--- config.mk ---
export PLATFORM = sky130hd
export DESIGN_NAME = periodic_rate_gen
export DESIGN_NICKNAME = d
export VERILOG_FILES = /design/src/rtl/prg_pkg.sv /design/src/rtl/prg_tick_cnt.sv /design/src/rtl/prg_rate_dec.sv /design/src/rtl/prg_evt_gen.sv /design/src/rtl/periodic_rate_gen.sv
export SDC_FILE = /design/constraint.sdc
export NUM_CORES = 1
export LEC_CHECK = 0
export CAP_MARGIN = 0
export CORE_ASPECT_RATIO = 0.7
export CORE_MARGIN = 3
export CORE_UTILIZATION = 55
export CTS_CLUSTER_SIZE = 8
export DETAILED_ROUTE_END_ITERATION = 6
export GPL_ROUTABILITY_DRIVEN = 0
export PLACE_DENSITY = 0.76
export SETUP_SLACK_MARGIN = 0.1
export SLEW_MARGIN = 25
export SYNTH_ARGS = -nofsm -noshare
export SYNTH_HDL_FRONTEND = slang
export SYNTH_SLANG_ARGS = --single-unit
--- constraint.sdc ---
create_clock -name clk_i -period 2.3 [get_ports clk_i]
set_clock_uncertainty 0.2 [all_clocks]
set_input_delay 0.46 -clock clk_i [delete_from_list [all_inputs] [get_ports clk_i]]
set_output_delay 0.46 -clock clk_i [all_outputs]
set_load 0.01 [all_outputs]
--- src/rtl/prg_pkg.sv ---
package prg_pkg;
  localparam int unsigned PRG_CNT_W  = 15;
  localparam int unsigned PRG_RATE_W = 4;
  // low codes remapped to slower rates
  localparam int unsigned PRG_ALIAS_1 = 8;
  localparam int unsigned PRG_ALIAS_2 = 9;
endpackage

--- src/rtl/prg_tick_cnt.sv ---
module prg_tick_cnt #(
  parameter int unsigned CNT_W = prg_pkg::PRG_CNT_W
) (
  input  logic             clk_i,
  input  logic             rst_ni,
  input  logic             clr_i,
  input  logic             adv_i,
  output logic [CNT_W-1:0] cnt_nxt_o
);
  logic [CNT_W-1:0] cnt_q;

  assign cnt_nxt_o = cnt_q + CNT_W'(1);

  always_ff @(posedge clk_i or negedge rst_ni) begin
    if (!rst_ni)    cnt_q <= '0;
    else if (clr_i) cnt_q <= '0;
    else if (adv_i) cnt_q <= cnt_nxt_o;
  end
endmodule

--- src/rtl/prg_rate_dec.sv ---
module prg_rate_dec #(
  parameter int unsigned RATE_W = prg_pkg::PRG_RATE_W,
  parameter int unsigned CNT_W  = prg_pkg::PRG_CNT_W
) (
  input  logic [RATE_W-1:0] rate_i,
  output logic              en_o,
  output logic [CNT_W-1:0]  mask_o
);
  logic [RATE_W-1:0] eff_code;
  logic [RATE_W-1:0] shift;

  always_comb begin
    eff_code = rate_i;
    if (rate_i == RATE_W'(1))      eff_code = RATE_W'(prg_pkg::PRG_ALIAS_1);
    else if (rate_i == RATE_W'(2)) eff_code = RATE_W'(prg_pkg::PRG_ALIAS_2);
  end

  assign en_o  = (rate_i != '0);
  assign shift = eff_code - RATE_W'(1);

  // low 'shift' bits of the count must be zero at an event
  for (genvar b = 0; b < CNT_W; b++) begin : g_mask
    assign mask_o[b] = (b < int'(shift));
  end
endmodule

--- src/rtl/prg_evt_gen.sv ---
module prg_evt_gen #(
  parameter int unsigned CNT_W = prg_pkg::PRG_CNT_W
) (
  input  logic             clk_i,
  input  logic             rst_ni,
  input  logic             adv_i,
  input  logic             clr_i,
  input  logic             en_i,
  input  logic             pie_i,
  input  logic [CNT_W-1:0] cnt_nxt_i,
  input  logic [CNT_W-1:0] mask_i,
  output logic             pf_o,
  output logic             irq_o
);
  logic hit;
  logic pf_d;
  logic pf_q;
  logic irq_q;

  assign hit  = ((cnt_nxt_i & mask_i) == '0);
  assign pf_d = adv_i & ~clr_i & en_i & pie_i & hit;

  always_ff @(posedge clk_i or negedge rst_ni) begin
    if (!rst_ni) begin
      pf_q  <= 1'b0;
      irq_q <= 1'b0;
    end else begin
      pf_q  <= pf_d;
      irq_q <= pf_d & pie_i;
    end
  end

  assign pf_o  = pf_q;
  assign irq_o = irq_q;
endmodule

--- src/rtl/periodic_rate_gen.sv ---
module periodic_rate_gen #(
  parameter int unsigned CNT_W  = prg_pkg::PRG_CNT_W,
  parameter int unsigned RATE_W = prg_pkg::PRG_RATE_W
) (
  input  logic              clk_i,
  input  logic              rst_ni,
  input  logic              clr_i,
  input  logic              tick_i,
  input  logic              run_i,
  input  logic [RATE_W-1:0] rate_i,
  input  logic              pie_i,
  output logic              pf_set_o,
  output logic              irq_set_o
);
  logic             adv;
  logic             rate_en;
  logic [CNT_W-1:0] cnt_nxt;
  logic [CNT_W-1:0] mask;

  assign adv = tick_i & run_i;

  prg_tick_cnt #(.CNT_W(CNT_W)) u_cnt (
    .clk_i     (clk_i),
    .rst_ni    (rst_ni),
    .clr_i     (clr_i),
    .adv_i     (adv),
    .cnt_nxt_o (cnt_nxt)
  );

  prg_rate_dec #(.RATE_W(RATE_W), .CNT_W(CNT_W)) u_dec (
    .rate_i (rate_i),
    .en_o   (rate_en),
    .mask_o (mask)
  );

  prg_evt_gen #(.CNT_W(CNT_W)) u_evt (
    .clk_i     (clk_i),
    .rst_ni    (rst_ni),
    .adv_i     (adv),
    .clr_i     (clr_i),
    .en_i      (rate_en),
    .pie_i     (pie_i),
    .cnt_nxt_i (cnt_nxt),
    .mask_i    (mask),
    .pf_o      (pf_set_o),
    .irq_o     (irq_set_o)
  );
endmodule

### Yosys cells after proc, flatten, opt, wreduce, memory -nomap -nowiden

Cells that the tools add are included.

* magnitude comparators: 15
* div/mod/pow operators: 0
* multipliers: 0
* multiplexer cells: 4
* $add $sub $neg: 2
* bitwise logic cells: 8
* equal/unequal tests: 2
* shifts and indexed selects: 0
* reductions and logical operators: 3

Operators by type and width (number)
* $mux 15: 2
* $lt 4x4->1 const A: 7
* $lt 3x4->1 const A: 4
* $add 15x1->15 const B: 1
* $and 15x15->15: 1
* $logic_not 15->1: 1
* $lt 1x4->1 const A: 2
* $lt 2x4->1 const A: 2
* $mux 4: 2
* $and 1x1->1: 6
* $eq 4x1->1 const B: 1
* $eq 4x2->1 const B: 1
* $reduce_bool 4->1: 1
* $sub 4x1->4 const B: 1
* $reduce_bool 2->1: 1
* $not 1->1: 1

* RAM bits: 0
* memories kept: 0
* register bits: 17
* memory bits (read-only): 0
* bits in latches: 0
* logic and storage cells: 37

### Depth between registers and ports, before layout

* word-level depth: 9
* gate-level depth with buffers: 11

### By module

From an unflattened synthesis, not the netlist that was laid out.

* cell total of the unflattened synthesis: 188
* area total of the unflattened synthesis: 1584.0 µm²

By module, submodules not included
* prg_tick_cnt: area an instance 1044.8 µm², cells an instance 115, instances 1
* prg_rate_dec: area an instance 365.4 µm², cells an instance 58, instances 1
* prg_evt_gen: area an instance 167.7 µm², cells an instance 14, instances 1
* periodic_rate_gen: area an instance 6.3 µm², cells an instance 1, instances 1

### Worst setup path after synthesis

No wires, ideal clock.

* path type: input to register
* from: in rate_i[3]
* to: reg u_evt.irq_q, in the netlist u_evt.irq_o
* stages: 11
* library setup time: 0.101 ns
* path buffers: 2
* arrival: 2.393 ns
* slack: -0.394 ns
* path through: buf_2 nor2_1 mux2i_1 ha_1 buf_6 xnor2_1 nand2_1 nor3b_1 o22ai_1 a221o_1 nor4_1

* longest elaborated chain between the ends: 9

RTL lines
* start: declaration: RTL line periodic_rate_gen.sv:10 `input logic [RATE_W-1:0] rate_i,`
* $eq 4x2->1: RTL line prg_rate_dec.sv:15 `else if (rate_i == RATE_W'(2)) eff_code = RATE_W'(prg_pkg::PRG_ALIAS_2);`
* $mux 4: RTL line prg_rate_dec.sv:15
* $mux 4: RTL line prg_rate_dec.sv:14 `if (rate_i == RATE_W'(1)) eff_code = RATE_W'(prg_pkg::PRG_ALIAS_1);`
* $sub 4x1->4: RTL line prg_rate_dec.sv:19 `assign shift = eff_code - RATE_W'(1);`
* $lt 1x4->1, or another cell as far along: RTL line prg_rate_dec.sv:23 `assign mask_o[b] = (b < int'(shift));`
* $and 15x15->15: RTL line prg_evt_gen.sv:20 `assign hit = ((cnt_nxt_i & mask_i) == '0);`
* $logic_not 15->1: RTL line prg_evt_gen.sv:20
* $and 1x1->1 (*): RTL line prg_evt_gen.sv:21 `assign pf_d = adv_i & ~clr_i & en_i & pie_i & hit;`
* $and 1x1->1 (*): RTL line prg_evt_gen.sv:29 `irq_q <= pf_d & pie_i;`
* end signal: assignment: RTL line prg_evt_gen.sv:29
* end: declaration: RTL line prg_evt_gen.sv:18 `logic irq_q;`

Mark *: on every way between the ends. The rest lies on a longest branch, timed or not.
A chain may end at the register's enable or synchronous reset.

### Final worst setup path

* from: in rate_i[1]
* to: reg u_evt.irq_q, in the netlist u_evt.irq_o

Same word-level chain as after synthesis.

==> metrics.txt <==
# TYPE chip_impl_metric gauge
chip_impl_metric{name="timing.max_slew.rel_slack",unit=""} 0.681
chip_impl_metric{name="start_util",unit=""} 0.619
chip_impl_metric{name="design.final.nets",unit=""} 211
chip_impl_info{name="critical_path_class",value="in2reg"} 1
chip_impl_metric{name="worst_ep_arrival_time",unit="ns"} 2.30
chip_impl_info{name="r2r_start",value="u_cnt.cnt_q[1]"} 1
chip_impl_metric{name="final_layout_size_suffix_gt1_frac",unit=""} 0.235
chip_impl_metric{name="grt_max_degree",unit=""} 18
chip_impl_metric{name="yosysWarningCount",unit=""} 0
chip_impl_metric{name="layout_min_cycle_time",unit="ns"} 2.35
chip_impl_metric{name="final_critical_path_setup_slack",unit="ns"} -0.0548
chip_impl_metric{name="cp_slowest_stage_delay",unit="ns"} 0.35
chip_impl_metric{name="route.detailed.wl_per_inst",unit="um"} 15.4
chip_impl_metric{name="netlist_instances",unit=""} 171
chip_impl_info{name="setup.worst_path.start_class",value="primary input"} 1
chip_impl_info{name="critical-path-slowest-cell",value="a221o_1"} 1
chip_impl_metric{name="p_leak",unit="uW"} 0.000689
chip_impl_metric{name="rows",unit=""} 14
chip_impl_info{name="clockRootBuffer",value="clkbuf_8"} 1
chip_impl_metric{name="dpl.hpwl",unit="um"} 2610
chip_impl_metric{name="worst_ep_required_time",unit="ns"} 2.24
chip_impl_info{name="critPathTopFamily",value="compound AO/OA/AOI/OAI gates"} 1
chip_impl_metric{name="worst_r2r_path_depth",unit=""} 7
chip_impl_metric{name="period_share",unit=""} 1.02
chip_impl_metric{name="port-buffer-count",unit=""} 11
chip_impl_info{name="setup_repair_after_global_routing_missed_its_margin",value="true"} 1
chip_impl_metric{name="dr_total_vias",unit=""} 1361
chip_impl_info{name="endpoint_kind",value="flip-flop"} 1
chip_impl_metric{name="cts_buffers",unit=""} 3
chip_impl_metric{name="viasPerCell",unit=""} 5.97
chip_impl_metric{name="hold_slack",unit="ns"} 0.335
chip_impl_metric{name="synth_area_per_cell",unit="um2"} 8.31
chip_impl_info{name="tritoncts",value="done"} 1
chip_impl_metric{name="antenna_found_initial",unit=""} 0
chip_impl_metric{name="power-per-cell-area",unit="nW/um2"} 388
chip_impl_metric{name="route.detailed.drc",unit=""} 0
chip_impl_metric{name="number_of_flops_mapped_to_enable_cells_by_yosys",unit=""} 0
chip_impl_metric{name="wp_buf_inv",unit=""} 2
chip_impl_info{name="violated_checks",value="setup timing"} 1
chip_impl_metric{name="clk_pin_slew_worst_setup_hold_paths",unit="ns"} 0.06
chip_impl_metric{name="synth-seq-area-share",unit=""} 0.299
chip_impl_metric{name="synth_async_sr_flop_share",unit=""} 1.00
chip_impl_metric{name="antennaDiodeCount",unit=""} 0
chip_impl_metric{name="fmax",unit="GHz"} 0.425
chip_impl_metric{name="synth.cell_area",unit="um2"} 1420
chip_impl_metric{name="globalRouteOverflowTotal",unit=""} 0
chip_impl_metric{name="total_wirelength_of_the_detailed_routed_design",unit="um"} 3520
chip_impl_metric{name="placed_insts",unit=""} 223
chip_impl_metric{name="grt_use_total",unit=""} 0.237
chip_impl_metric{name="timing.final.hold_violations",unit=""} 0
chip_impl_metric{name="max_slew.worst_pin.slew",unit="ns"} 0.479
chip_impl_metric{name="first_pass_grt_wire_length",unit="um"} 5980
chip_impl_metric{name="total_setup_violations_reported_at_the_end_of_the_flow",unit=""} 2
chip_impl_info{name="hold_path_class",value="in2async"} 1
chip_impl_metric{name="drt-initial-drc-count",unit=""} 71
chip_impl_info{name="terminus_of_the_critical_flop_to_flop_path",value="u_evt.irq_o"} 1
chip_impl_metric{name="timing.final.max_slew_violations",unit=""} 0
chip_impl_metric{name="critical_path.max_fanout",unit=""} 5
chip_impl_metric{name="cts.sink_count",unit=""} 17
chip_impl_metric{name="power.ir.vdd_worst",unit="mV"} 0.327
chip_impl_metric{name="top_level_i_o_count",unit=""} 12
chip_impl_metric{name="grt_pass1_vias",unit=""} 1266
chip_impl_metric{name="cts.path.max_buffers",unit=""} 2
chip_impl_metric{name="detail_route.first_pass.iterations",unit=""} 4
chip_impl_metric{name="final_cells",unit=""} 228
chip_impl_info{name="crit_path_cell_trace",value="clkdlybuf4s15_2 -> o31ai_4 -> buf_6 -> ha_2 -> nor2b_1 -> o21ai_1 -> or2b_1 -> a221o_1 -> nor4_1"} 1
chip_impl_metric{name="areaGrowthSynthToFinish",unit="%"} 26.1
chip_impl_metric{name="clk-insertion-delay-late",unit="ns"} 0.25
chip_impl_info{name="dominantRegCellSynth",value="dfrtp_1"} 1
chip_impl_metric{name="htree_num_levels",unit=""} 1
chip_impl_metric{name="die_width",unit="um"} 66.8
chip_impl_metric{name="coreArea",unit="um2"} 2290
chip_impl_metric{name="fp.dieArea",unit="um2"} 3240
chip_impl_metric{name="ys_seq_elements",unit=""} 17
chip_impl_info{name="outcome",value="complete, but fails checks"} 1
chip_impl_metric{name="detail-route-antenna-nets",unit=""} 0
chip_impl_metric{name="p_total",unit="uW"} 696
chip_impl_metric{name="reg2reg_setup_slack",unit="ns"} 0.04
chip_impl_metric{name="post_synth_num_cell_types",unit=""} 50
chip_impl_metric{name="die_h",unit="um"} 48.5
chip_impl_metric{name="synth_fp_nets",unit=""} 185
chip_impl_metric{name="cap_violations",unit=""} 0
report_power, final:
| part | total (uW) | switching (uW) | internal (uW) |
|---|---|---|---|
| sequential | 303 | 1.88 | 302 |
| clock | 222 | 99.3 | 123 |
| combinational | 170 | 87.4 | 82.6 |
| total | 696 | 189 | 507 |
final cells by class:
class	instances	area (um2)
multi-input combinational	142	1010
fill	161	503
sequential	17	425
timing repair buffer	30	259
clock buffer	4	45.0
tap	32	40.0
inverter	3	11.3
sequential cells by signal (all words and copies together), names as in the netlist:
signal,count
u_cnt.cnt_q,15
u_evt.pf_o,1
u_evt.irq_o,1
cell families after synthesis:
kind of cell / Yosys count / synth area share
AOI/OAI and AO/OA: 36 / 0.179
and+or+nand+nor: 79 / 0.296
adders and majority gates: 4 / 0.0352
xor gates and xnor gates: 22 / 0.136
muxes: 1 / 0.00704
DFF: 17 / 0.299
buffers and inverters: 12 / 0.0484
placed cells by master, fill, tap and decap left out, types with 2 or more instances in the layout:
cell             synthesis  layout
dfrtp_1                 17      17
buf_6                    2       2
and2_1                   3       3
o22ai_1                  2       2
nand3_1                  6       6
buf_4                    1      18
a21oi_1                  6       6
nor4_1                   3       2
clkbuf_8                 0       3
nand2_1                 17      16
xor2_1                  10      10
nor3_1                   5       5
o21ai_0                  6       4
nor2b_1                  2       2
nand3b_1                 2       2
clkdlybuf4s50_1          0       7
xnor2_1                 12      11
o21ai_1                  4       6
a31oi_1                  2       2
nand4_1                  2       2
o31ai_1                  3       2
inv_1                    3       3
ha_4                     0       2
nor2_1                  26      25
or3_1                    2       2
worst max path at each step:
| stage | start | endpoint | slack (ns) | cells after the start |
|---|---|---|---|---|
| after detailed placement | rate_i[2] | u_evt.pf_o | -0.81 | 9 |
| after global placement | rate_i[2] | u_evt.pf_o | -0.63 | 10 |
| final | rate_i[1] | u_evt.irq_o | -0.05 | 9 |
| after floorplan | rate_i[2] | u_evt.irq_o | -0.12 | 11 |
| after global routing | rate_i[3] | u_evt.pf_o | -0.16 | 10 |
| after CTS | rate_i[3] | u_evt.pf_o | -0.05 | 9 |
timing repair:
item / in CTS / in global routing
setup buffers: 1 / 0
resized for setup: 27 / 5
hold buffers: 0 / 0
pin swaps: 8 / 1
setup endpoints to repair: 2 / 2
metrics by stage:
stage | TNS (ns) | utilization | instance area [um2] | worst slack (ns)
detailed placement | -1.61 | 0.732 | 1680 | -0.809
CTS | -0.0514 | 0.780 | 1790 | -0.0514
finish | -0.0937 | 0.781 | 1790 | -0.0548
global placement | -1.26 | 0.732 | 1680 | -0.635
floorplan | -0.250 | - | 1470 | -0.125
global route | -0.308 | 0.781 | 1790 | -0.162
Yosys cell counts (all sizes together) (2+ instances only):
cell type | instances | area share
nand4 | 2 | 0.0088
ha | 4 | 0.035
a21oi | 7 | 0.027
nand3b | 2 | 0.011
o21ai | 11 | 0.041
inv | 3 | 0.0079
xnor2 | 12 | 0.074
o22ai | 2 | 0.0088
buf | 6 | 0.032
o31ai | 3 | 0.016
nand2 | 17 | 0.045
clkbuf | 3 | 0.0088
a31oi | 2 | 0.0088
nor3b | 2 | 0.011
or3 | 2 | 0.0088
nand3 | 8 | 0.040
nor4 | 3 | 0.013
nor2b | 2 | 0.0088
and2 | 4 | 0.018
dfrtp | 17 | 0.30
and4 | 2 | 0.014
nor2 | 26 | 0.069
nor3 | 6 | 0.029
xor2 | 10 | 0.062
metal layers:
| metal | up-vias | global-route usage | wire length, um |
|---|---|---|---|
| met5 | - | 0 | 0 |
| li1 | 658 | - | - |
| met1 | 653 | 0.340 | 1640 |
| met3 | 6 | 0.0532 | 228 |
| met2 | 44 | 0.370 | 1610 |
| met4 | 0 | 0.0338 | 40 |
Power figures use the tool's default switching activity.
